**config.mk**
```make
export PLATFORM = sky130hd
export DESIGN_NAME = mclk_frame_div
export DESIGN_NICKNAME = d
export VERILOG_FILES = /design/src/rtl/mfd_pkg.sv /design/src/rtl/mfd_seq.sv /design/src/rtl/mfd_clkdiv.sv /design/src/rtl/mfd_frame.sv /design/src/rtl/mclk_frame_div.sv
export SDC_FILE = /design/constraint.sdc
export NUM_CORES = 1
export LEC_CHECK = 0
export ABC_AREA = 1
export BUFFER_PORTS_ARGS = -buffer_cell sky130_fd_sc_hd__buf_2
export CAP_MARGIN = 20
export CORE_AREA = 2 2 68 70
export DETAILED_ROUTE_END_ITERATION = 12
export DIE_AREA = 0 0 70 72
export PLACE_DENSITY = 0.65
export SLEW_MARGIN = 25
export SYNTH_ARGS = -nofsm -noshare
export SYNTH_HDL_FRONTEND = slang
export SYNTH_SLANG_ARGS = --single-unit
```
**constraint.sdc**
```tcl
create_clock -name clk_ref -period 1.88 [get_ports clk_ref]
set_input_delay 0.188 -clock clk_ref [delete_from_list [all_inputs] [get_ports clk_ref]]
set_output_delay 0.188 -clock clk_ref [all_outputs]
set_load 0.005 [all_outputs]
```
**src/rtl/mfd_pkg.sv**
```systemverilog
package mfd_pkg;

  // Generator run state
  typedef enum logic [1:0] {
    ST_IDLE  = 2'd0,
    ST_RUN   = 2'd1,
    ST_DRAIN = 2'd2
  } gen_state_e;

endpackage

```
**src/rtl/mfd_seq.sv**
```systemverilog
// Enable/disable sequencing and capture of the ratio fields.
module mfd_seq
  import mfd_pkg::*;
#(
  parameter int DIV_W = 6,
  parameter int FS_W  = 6
) (
  input  logic             clk_ref,
  input  logic             rst_n,
  input  logic             en_cmd,
  input  logic             dis_cmd,
  input  logic             wrap,
  input  logic [DIV_W-1:0] div_in,
  input  logic [FS_W-1:0]  fs_in,
  input  logic             mode_in,
  output logic             start,
  output logic             run_q,
  output logic             run_d,
  output logic [DIV_W-1:0] div_q,
  output logic [DIV_W-1:0] div_d,
  output logic [FS_W-1:0]  fs_q,
  output logic             mode_q
);

  gen_state_e st_q, st_d;

  always_comb begin
    st_d  = st_q;
    start = 1'b0;
    case (st_q)
      ST_IDLE: begin
        if (en_cmd && !dis_cmd) begin
          st_d  = ST_RUN;
          start = 1'b1;
        end
      end
      ST_RUN: begin
        if (dis_cmd) st_d = wrap ? ST_IDLE : ST_DRAIN;
      end
      ST_DRAIN: begin
        if (wrap) st_d = ST_IDLE;
      end
      default: st_d = ST_IDLE;
    endcase
  end

  always_ff @(posedge clk_ref or negedge rst_n) begin
    if (!rst_n) st_q <= ST_IDLE;
    else        st_q <= st_d;
  end

  // Captured configuration: loaded only on an accepted enable
  always_ff @(posedge clk_ref or negedge rst_n) begin
    if (!rst_n) begin
      div_q  <= '0;
      fs_q   <= '0;
      mode_q <= 1'b0;
    end else if (start) begin
      div_q  <= div_in;
      fs_q   <= fs_in;
      mode_q <= mode_in;
    end
  end

  assign div_d = start ? div_in : div_q;
  assign run_q = (st_q != ST_IDLE);
  assign run_d = (st_d != ST_IDLE);

endmodule

```
**src/rtl/mfd_clkdiv.sv**
```systemverilog
// Integer master clock divider with a falling-edge half-cycle stage.
module mfd_clkdiv #(
  parameter int DIV_W = 6
) (
  input  logic             clk_ref,
  input  logic             rst_n,
  input  logic             start,
  input  logic             run_q,
  input  logic             run_d,
  input  logic             mode_q,
  input  logic [DIV_W-1:0] div_q,
  input  logic [DIV_W-1:0] div_d,
  output logic             wrap,
  output logic             mclk
);

  localparam int HW = DIV_W + 1;

  logic [DIV_W-1:0] cnt_q, cnt_d;
  logic [HW-1:0]    half_d;
  logic             p_q, p_d;
  logic             n_q;
  logic             ratio_one, ratio_odd, raw_clk;

  assign wrap = run_q && (cnt_q == div_q);

  always_comb begin
    if (start || !run_q || wrap) cnt_d = '0;
    else                         cnt_d = cnt_q + 1'b1;
    // high phase length in reference cycles: ceil((div+1)/2)
    half_d = ({1'b0, div_d} + HW'(2)) >> 1;
    p_d    = run_d && ({1'b0, cnt_d} < half_d);
  end

  always_ff @(posedge clk_ref or negedge rst_n) begin
    if (!rst_n) begin
      cnt_q <= '0;
      p_q   <= 1'b0;
    end else begin
      cnt_q <= cnt_d;
      p_q   <= p_d;
    end
  end

  // Half-cycle delayed copy; changes only while the reference is low
  always_ff @(negedge clk_ref or negedge rst_n) begin
    if (!rst_n) n_q <= 1'b0;
    else        n_q <= p_q;
  end

  assign ratio_one = (div_q == '0);
  assign ratio_odd = ~div_q[0];

  always_comb begin
    if (ratio_one)      raw_clk = clk_ref & n_q;
    else if (ratio_odd) raw_clk = p_q & n_q;
    else                raw_clk = p_q;
  end

  assign mclk = mode_q & raw_clk;

endmodule

```
**src/rtl/mfd_frame.sv**
```systemverilog
// Sample-rate strobe: one pulse every SLOTS*(fs+1) reference cycles.
module mfd_frame #(
  parameter int FS_W   = 6,
  parameter int SLOT_W = 5
) (
  input  logic            clk_ref,
  input  logic            rst_n,
  input  logic            start,
  input  logic            run_q,
  input  logic [FS_W-1:0] fs_q,
  output logic            frame_tick
);

  localparam int CNT_W = FS_W + SLOT_W;

  logic [CNT_W-1:0] cnt_q, cnt_d;
  logic [CNT_W-1:0] last_cnt;
  logic             at_last;

  assign last_cnt = {fs_q, {SLOT_W{1'b1}}};
  assign at_last  = run_q && (cnt_q == last_cnt);

  always_comb begin
    if (start || !run_q || at_last) cnt_d = '0;
    else                            cnt_d = cnt_q + 1'b1;
  end

  always_ff @(posedge clk_ref or negedge rst_n) begin
    if (!rst_n) begin
      cnt_q      <= '0;
      frame_tick <= 1'b0;
    end else begin
      cnt_q      <= cnt_d;
      frame_tick <= at_last;
    end
  end

endmodule

```
**src/rtl/mclk_frame_div.sv**
```systemverilog
module mclk_frame_div #(
  parameter int DIV_W = 6,
  parameter int FS_W  = 6,
  parameter int SLOTS = 32
) (
  input  logic             clk_ref,
  input  logic             rst_n,
  input  logic [DIV_W-1:0] div_in,
  input  logic [FS_W-1:0]  fs_in,
  input  logic             mode_in,
  input  logic             en_cmd,
  input  logic             dis_cmd,
  output logic             mclk,
  output logic             mclk_on,
  output logic             frame_tick
);

  localparam int SLOT_W = $clog2(SLOTS);

  logic             rst_meta, rst_s;
  logic             start, run_q, run_d, wrap, mode_q;
  logic [DIV_W-1:0] div_q, div_d;
  logic [FS_W-1:0]  fs_q;

  // Asynchronous assertion, synchronous release
  always_ff @(posedge clk_ref or negedge rst_n) begin
    if (!rst_n) begin
      rst_meta <= 1'b0;
      rst_s    <= 1'b0;
    end else begin
      rst_meta <= 1'b1;
      rst_s    <= rst_meta;
    end
  end

  mfd_seq #(.DIV_W(DIV_W), .FS_W(FS_W)) u_seq (
    .clk_ref (clk_ref),
    .rst_n   (rst_s),
    .en_cmd  (en_cmd),
    .dis_cmd (dis_cmd),
    .wrap    (wrap),
    .div_in  (div_in),
    .fs_in   (fs_in),
    .mode_in (mode_in),
    .start   (start),
    .run_q   (run_q),
    .run_d   (run_d),
    .div_q   (div_q),
    .div_d   (div_d),
    .fs_q    (fs_q),
    .mode_q  (mode_q)
  );

  mfd_clkdiv #(.DIV_W(DIV_W)) u_div (
    .clk_ref (clk_ref),
    .rst_n   (rst_s),
    .start   (start),
    .run_q   (run_q),
    .run_d   (run_d),
    .mode_q  (mode_q),
    .div_q   (div_q),
    .div_d   (div_d),
    .wrap    (wrap),
    .mclk    (mclk)
  );

  mfd_frame #(.FS_W(FS_W), .SLOT_W(SLOT_W)) u_frame (
    .clk_ref    (clk_ref),
    .rst_n      (rst_s),
    .start      (start),
    .run_q      (run_q),
    .fs_q       (fs_q),
    .frame_tick (frame_tick)
  );

  assign mclk_on = run_q;

endmodule

```
Word-level counts from Yosys, hierarchy flattened
Index checks and enable logic that the tools add are counted.
Widths: inputs -> output; s select.

word-level totals
  register bits after elaboration = 37
  input port bits = 17
  output and inout port bits = 3
  logic and storage cells = 47

cells by class
  add/sub/neg operators = 3
  magnitude comparators = 1
  eq/ne operators = 4
  mux-type cells = 12
  bitwise gates (word level) = 3
  reduce and logical (&&, ||, !) cells = 13

operators with widths
  operator               number
  $mux 6                 2
  $add 11x1->11 const B  1
  $eq 11x11->1           1
  $mux 11                1
  $mux 2                 4
  $add 6x2->7 const B    1
  $add 6x1->6 const B    1
  $eq 6x6->1             1
  $logic_not 6->1        1
  $lt 6x6->1             1
  $pmux 2 s3             1
  $logic_and 1x1->1      4
  $mux 1                 4
  $reduce_bool 2->1      2
  $and 1x1->1            3
  $logic_or 1x1->1       3
  $eq 2x1->1 const B     1
  $eq 2x2->1 const B     1
  $logic_not 1->1        2
  $logic_not 2->1        1

Longest topological paths before layout
Gate-level depths: netlist of run 1.

  word-level depth = 9
  mapped depth = 14
  gate-level depth less buffers = 13

By module
Synthesis of run 1 repeated with hierarchy kept, for this count alone.

unflattened totals
  cell total of the unflattened synthesis = 266
  area total of the unflattened synthesis = 2075.7 um^2

modules (own cells, without submodules)
  module          times used  cells an instance  area each (um^2)  sequential area each (um^2)
  mfd_clkdiv      1           105                706.9             200.2
  mfd_frame       1           85                 659.4             300.3
  mfd_seq         1           73                 655.6             375.4
  mclk_frame_div  1           3                  53.8              50.0

==> metrics.txt, run 1 <==
outcome finished with violations; failing checks negative setup slack; Peak VDD IR 0.760 mV; cells along the critical path buf_4 -> a21oi_2 -> nor2_1 -> buf_2; Flop pwr share 0.354; Synth cell types 27; Cell Area, Synth 1940 sq um; wire length per cell 12.3 um; Post-Syn Instances 224; gr ovfl total 0; Starting Density 0.455; critical setup path kind flop to output pin; post-synth top area cell dfrtp_1; Setup crit start kind flop; Final HPWL DP 3.02 mm; first-pass GRT wire length 7.23 mm; wirelength, routed 4.10 mm; Final Core Density 0.579; P_sw 1.15 mW; worst skew pair latency 0.41 ns; synth-to-layout area growth 27.3%; IO Port Bufs 19; largest net degree at the start of global routing 35; post-synthesis sequential area ratio 0.477; syn_nets 249; Logic pwr share 0.407; largest fanout on the critical path 2; post-synth top area share 0.464; vias in the first global route 1629; #FFs+latches synth 37; Register-to-Register Path Depth 12; Hold Vio Cnt, Final 0; share of post-route cells with drive strength above 1 0.299; CP required 1.69 ns; CTS tree done; GR Util All Layers 0.191; Hold Path Depth 2; Int Power 2.13 mW; clk_skew 0.0211 ns; min-delay worst type input port to flop; most common cell after layout, fill and taps aside nand2_1; critical path's largest stage delay 0.42 ns; pwr dens 1330 nW/um^2; CP delay by family, top flip-flops; Clk pwr share 0.238; Leakage 1.22 nW; Hold Crit Start mode_in; Die Height 72 um; antenna-violating nets left 0; endpoints failing setup 3; GP Congestion 0.847; worst hold endpoint u_seq.mode_q; DRC viols 0; RSZ-0062 raised after global routing yes; reg-to-reg slack, setup -0.31 ns; die width 70 um; Max Transition Viols Final 0; Synth area leaders dfrtp_1, nand2_1, inv_1; Layout Nets 305; # Max-Cap Violations 0; Avg Inst Size Synth 8.66 sq um; Clock transition at path regs 0.07 ns; Die ar. 5040 sq um; Diodes inserted 0; FP Rows 24; most frequent cells in the layout nand2_1, dfrtp_1, inv_1, nor2_1, buf_4; Design Area, Final 2470 sq um; placed cell areas 2280 sq um; Worst R2R End u_div.p_q; drt initial violations 43; Vias per Instance 4.71; FF-to-FF Start u_seq.st_q[1]; Core ar. 4260 sq um; Syn. warnings 0; slowest cell on the critical path dfrtn_1; vias post-DR 1569; Critical Path End Type output pin; Final WS setup -0.428 ns; CP Buf/Inv Count 2; drt pass-1 iters 4; Worst Path Arrival 2.12 ns; sw frac 0.351; antenna violations before repair 0; I/O Pins 20
[layer usage]
layer	global-route usage	up-vias	wire length (um)
met5	0	-	0
met4	0.0833	0	97
met3	0.0736	9	139
met2	0.311	25	2020
met1	0.228	717	1840
li1	-	818	-
[state kept, by name, summed over array words and instances, names as in the netlist]
name                count
rst_meta                1
u_div.p_q               1
u_seq.mode_q            1
u_frame.cnt_q          11
u_seq.div_q             6
rst_s                   1
u_frame.frame_tick      1
u_seq.st_q              2
u_seq.fs_q              6
u_div.n_q               1
u_div.cnt_q             6
[power by group through the flow]
| stage | combinational, mW | clock, mW | sequential (mW) |
|---|---|---|---|
| floorplan | 0.821 | 0.00611 | 1.15 |
| global placement | 1.26 | 0.0130 | 1.17 |
| detailed placement | 1.28 | 0.0130 | 1.18 |
| CTS | 1.34 | 0.811 | 1.16 |
| global route | 1.55 | 0.852 | 1.19 |
| finish | 1.34 | 0.784 | 1.17 |
[Yosys cell counts]
master / n
nand2_1: 42
dfrtp_1: 36
inv_1: 35
nor2_1: 30
a21oi_1: 11
o21ai_0: 10
nand3_1: 9
ha_1: 8
xor2_1: 8
mux2_2: 6
nor3_1: 5
nand3_2: 3
xnor2_1: 3
nor2_2: 2
nor4_1: 2
o21ai_2: 2
or2_2: 2
a21oi_4: 1
buf_4: 1
buf_6: 1
conb_1: 1
dfrtn_1: 1
nand3b_1: 1
nor3b_1: 1
o21a_1: 1
o22ai_1: 1
o31ai_4: 1
[cell type report]
cell class                 instances  area [sq um]
fill                             390          1790
sequential                        37           927
multi-input combinational        150           885
timing repair buffer              47           314
clock buffer                      11           143
inverter                          35           131
tap                               52          65.1
clock inverter                     1          5.00
[logic make-up after synthesis]
logic type / share of synthesized area
AND/OR/NAND/NOR: 0.218
flip-flops: 0.477
buffers and inverters: 0.0774
AO/OA/AOI/OAI: 0.0896
XOR/XNOR: 0.0496
adder cells (fa/ha/maj): 0.0516
multiplexers: 0.0348
other: 0.00193
[timing repair]
item / in CTS / in global routing
setup endpoints to repair: 3 / 3
pin swaps: 7 / 2
setup buffers: 3 / 0
hold buffers: 1 / 0
endpoints found under the hold margin: 2 / 0
resized for setup: 4 / 2
[how the worst max path moves through the flow]
stage                             start        end  depth (start not counted)
after global routing          u_div.n_q       mclk                          5
after global placement    u_seq.st_q[1]  u_div.p_q                         13
after floorplan           u_seq.st_q[1]  u_div.p_q                         14
final                         u_div.n_q       mclk                          4
after CTS                     u_div.n_q       mclk                          5
after detailed placement  u_seq.st_q[1]  u_div.p_q                         11
[worst register-to-register path, delay by kind of cell, from the launching register on]
kind                       cells  cell delay, ns
and+or+nand+nor                3            0.42
adders and majority gates      1            0.27
DFF                            1            0.40
buffers and inverters          2            0.19
AOI/OAI and AO/OA              5            0.65
xor gates and xnor gates       1            0.17
[through the flow]
step	total power [mW]	std cells	worst slack (ns)	TNS [ns]	hold slack, ns
floorplan	1.97	224	-0.204	-0.204	-0.108
global placement	2.44	318	-0.215	-0.218	-0.0201
detailed placement	2.47	318	-0.284	-0.308	-0.0207
CTS	3.32	333	-0.426	-0.722	0.0108
global route	3.59	333	-0.509	-0.988	0.00657
finish	3.29	333	-0.428	-0.738	0.0274
(Power assumes the default switching activity.)
==> inputs of run 2 (changes only) <==
--- a/config.mk
+++ b/config.mk
@@ -5,13 +5,12 @@
 export SDC_FILE = /design/constraint.sdc
 export NUM_CORES = 1
 export LEC_CHECK = 0
-export ABC_AREA = 1
 export BUFFER_PORTS_ARGS = -buffer_cell sky130_fd_sc_hd__buf_2
 export CAP_MARGIN = 20
-export CORE_AREA = 2 2 68 70
+export CORE_AREA = 2 2 67 69
 export DETAILED_ROUTE_END_ITERATION = 12
-export DIE_AREA = 0 0 70 72
-export PLACE_DENSITY = 0.65
+export DIE_AREA = 0 0 69 71
+export PLACE_DENSITY = 0.64
 export SLEW_MARGIN = 25
 export SYNTH_ARGS = -nofsm -noshare
 export SYNTH_HDL_FRONTEND = slang
==> metrics.txt, run 2 <==
largest fanout on the critical path 5 (was 2); EDFF count, synth 0 (unchanged); min-delay worst type input port to flop (unchanged); number of flip-flops in the largest register 11 (unchanged); Final HPWL DP 2.80 mm (was 3.02 mm); Die Height 71 um (was 72 um); antenna violations before repair 0 (unchanged); post-synthesis sequential area ratio 0.506 (was 0.477); Vias per Instance 4.96 (was 4.71); Post-Syn Instances 168 (was 224); Synth cell types 29 (was 27); largest net degree at the start of global routing 35 (unchanged); antenna-violating nets left 0 (unchanged); setup TNS -1.18 ns (was -0.738 ns); pwr dens 1410 nW/um^2 (was 1330 nW/um^2); CP required 2.17 ns (was 1.69 ns); RSZ-0062 raised after global routing yes (unchanged); most flop-heavy register u_frame.cnt_q (unchanged); fill count 364 (was 390); FP Rows 24 (unchanged); Synth area leaders dfrtp_1, xnor2_1, mux2_2 (was dfrtp_1, nand2_1, inv_1); drt pass-1 iters 4 (unchanged); Leakage 1.15 nW (was 1.22 nW); FMAX 395 MHz; syn_nets 193 (was 249); DP Worst Slack -0.741 ns (was -0.284 ns); #FFs+latches synth 37 (unchanged); GP Congestion 0.797 (was 0.847); Peak VDD IR 0.758 mV (was 0.760 mV); worst skew pair latency 0.42 ns (was 0.41 ns); Post-synth ARST share 1.00 (unchanged); most common cell after layout, fill and taps aside dfrtp_1 (was nand2_1); Avg Inst Size Synth 10.9 sq um (was 8.66 sq um); Placed Cells 263 (was 318); Worst Hold Slack 0.0105 ns (was 0.0274 ns); fin crit period 2.53 ns; Diodes inserted 0 (unchanged); Die ar. 4900 sq um (was 5040 sq um); Hold Vio Cnt, Final 0 (unchanged); GR Util All Layers 0.174 (was 0.191); wirelength, routed 3.68 mm (was 4.10 mm); IO Port Bufs 19 (unchanged); Starting Density 0.435 (was 0.455); top post-synthesis cells by count dfrtp_1, nor2_1, xnor2_1 (was nand2_1, dfrtp_1, inv_1); Setup crit start kind flop (unchanged); CTS tree done (unchanged); endpoints failing setup 2 (was 3); vias post-DR 1390 (was 1569); DRC viols 0 (unchanged); first-pass GRT wire length 6.49 mm (was 7.23 mm); wire length per cell 13.1 um (was 12.3 um); Core ar. 4200 sq um (was 4260 sq um); non-filler cells, final 280 (was 333); multi-input logic area 931 sq um (was 885 sq um); Cell Area, Synth 1830 sq um (was 1940 sq um); Syn. warnings 0 (unchanged); share of post-route cells with drive strength above 1 0.373 (was 0.299); failing checks negative setup slack (unchanged); outcome finished with violations (unchanged); # Max-Cap Violations 0 (unchanged); Final Power 3.43 mW (was 3.29 mW); Worst Path Arrival 2.82 ns (was 2.12 ns); die width 69 um (was 70 um); Final Cycle Share 1.35; post-synth top area share 0.492 (was 0.464); I/O Pins 20 (unchanged); Clock transition at path regs 0.08 ns (was 0.07 ns); clk_skew 0.0174 ns (was 0.0211 ns); most frequent cell after synthesis dfrtp_1 (was nand2_1); drt initial violations 46 (was 43); Critical Path End Type flop (was output pin); Max Transition Viols Final 0 (unchanged); gr ovfl total 0 (unchanged); Layout Nets 252 (was 305); most common flop cell mapped by yosys dfrtp_1 (unchanged); post-synth top area cell dfrtp_1 (unchanged); critical setup path kind flop to flop (was flop to output pin); Final WS setup -0.651 ns (was -0.428 ns); synth-to-layout area growth 33.0% (was 27.3%); Register Area 927 sq um (unchanged); vias in the first global route 1496 (was 1629); most frequent cells in the layout dfrtp_1, buf_4, nor2_1, buf_2, xnor2_1 (was nand2_1, dfrtp_1, inv_1, nor2_1, buf_4)
run 2: worst max-delay path: stages, from the launching register on:
cell     delay (ns)
dfrtp_1        0.41
nor4b_4        0.27
buf_4          0.20
buf_6          0.13
mux2_4         0.32
and3_4         0.19
xnor2_1        0.12
ha_1           0.30
nand2_2        0.06
nor2_2         0.09
nand2_1        0.06
o311a_1        0.28
run 2: path summary, 6_finish.rpt:
path	from	endpoint	slack, ns	cells past startpoint
worst max-delay path	u_seq.st_q[0]	u_div.p_q	-0.65	11
worst min-delay path	fs_in[0]	u_seq.fs_q[0]	0.01	2
worst max register to register	u_seq.st_q[0]	u_div.p_q	-0.65	11
worst min register to register	rst_s	u_seq.mode_q	0.32	1
max in group asynchronous	rst_s	u_div.n_q	0.90	0
min in group asynchronous	rst_n	rst_s	0.09	2
run 2: area by class of cell:
| cell class | instances | area share |
|---|---|---|
| Inverter | 8 | 0.0123 |
| Multi-Input combinational cell | 121 | 0.383 |
| Sequential cell | 37 | 0.381 |
| Clock buffer | 9 | 0.0473 |
| Timing Repair Buffer | 50 | 0.141 |
| Tap cell | 52 | 0.0267 |
| Clock inverter | 3 | 0.00874 |
run 2: power breakdown:
group	switching (mW)	internal (mW)	total [mW]
Sequential	0.173	1.02	1.19
Combinational	0.633	0.805	1.44
Clock	0.361	0.441	0.801
run 2: logic make-up (layout without fill, tap and decap cells):
group                    count (synthesis)  in the layout  synth area share
multiplexers                            15             15            0.0923
XOR/XNOR                                28             28             0.134
other                                    1              1           0.00205
AO/OA/AOI/OAI                           10             10            0.0328
buffers and inverters                   10             70            0.0226
adder cells (fa/ha/maj)                  8              8            0.0547
flip-flops                              37             37             0.506
AND/OR/NAND/NOR                         59             59             0.155
run 2: repair_timing:
item,CTS,global route
pin swaps,3,1
setup endpoints to repair,2,5
hold endpoints to repair,2,1
hold buffers,1,1
setup buffers,4,0
resized for setup,10,3
run 2: metal layers:
metal / track usage / vias to the layer above / part of all wire
met1: 0.199 / 671 / 0.45
met3: 0.0641 / 9 / 0.045
met5: 0 / - / 0
met2: 0.275 / 29 / 0.48
li1: - / 681 / -
met4: 0.115 / 0 / 0.023
run 2: metrics by stage:
| stage | instance area (sq um) | util |
|---|---|---|
| floorplan | 1860 | - |
| global placement | 2200 | 0.522 |
| detailed placement | 2200 | 0.522 |
| CTS | 2410 | 0.573 |
| global route | 2430 | 0.579 |
| finish | 2430 | 0.579 |
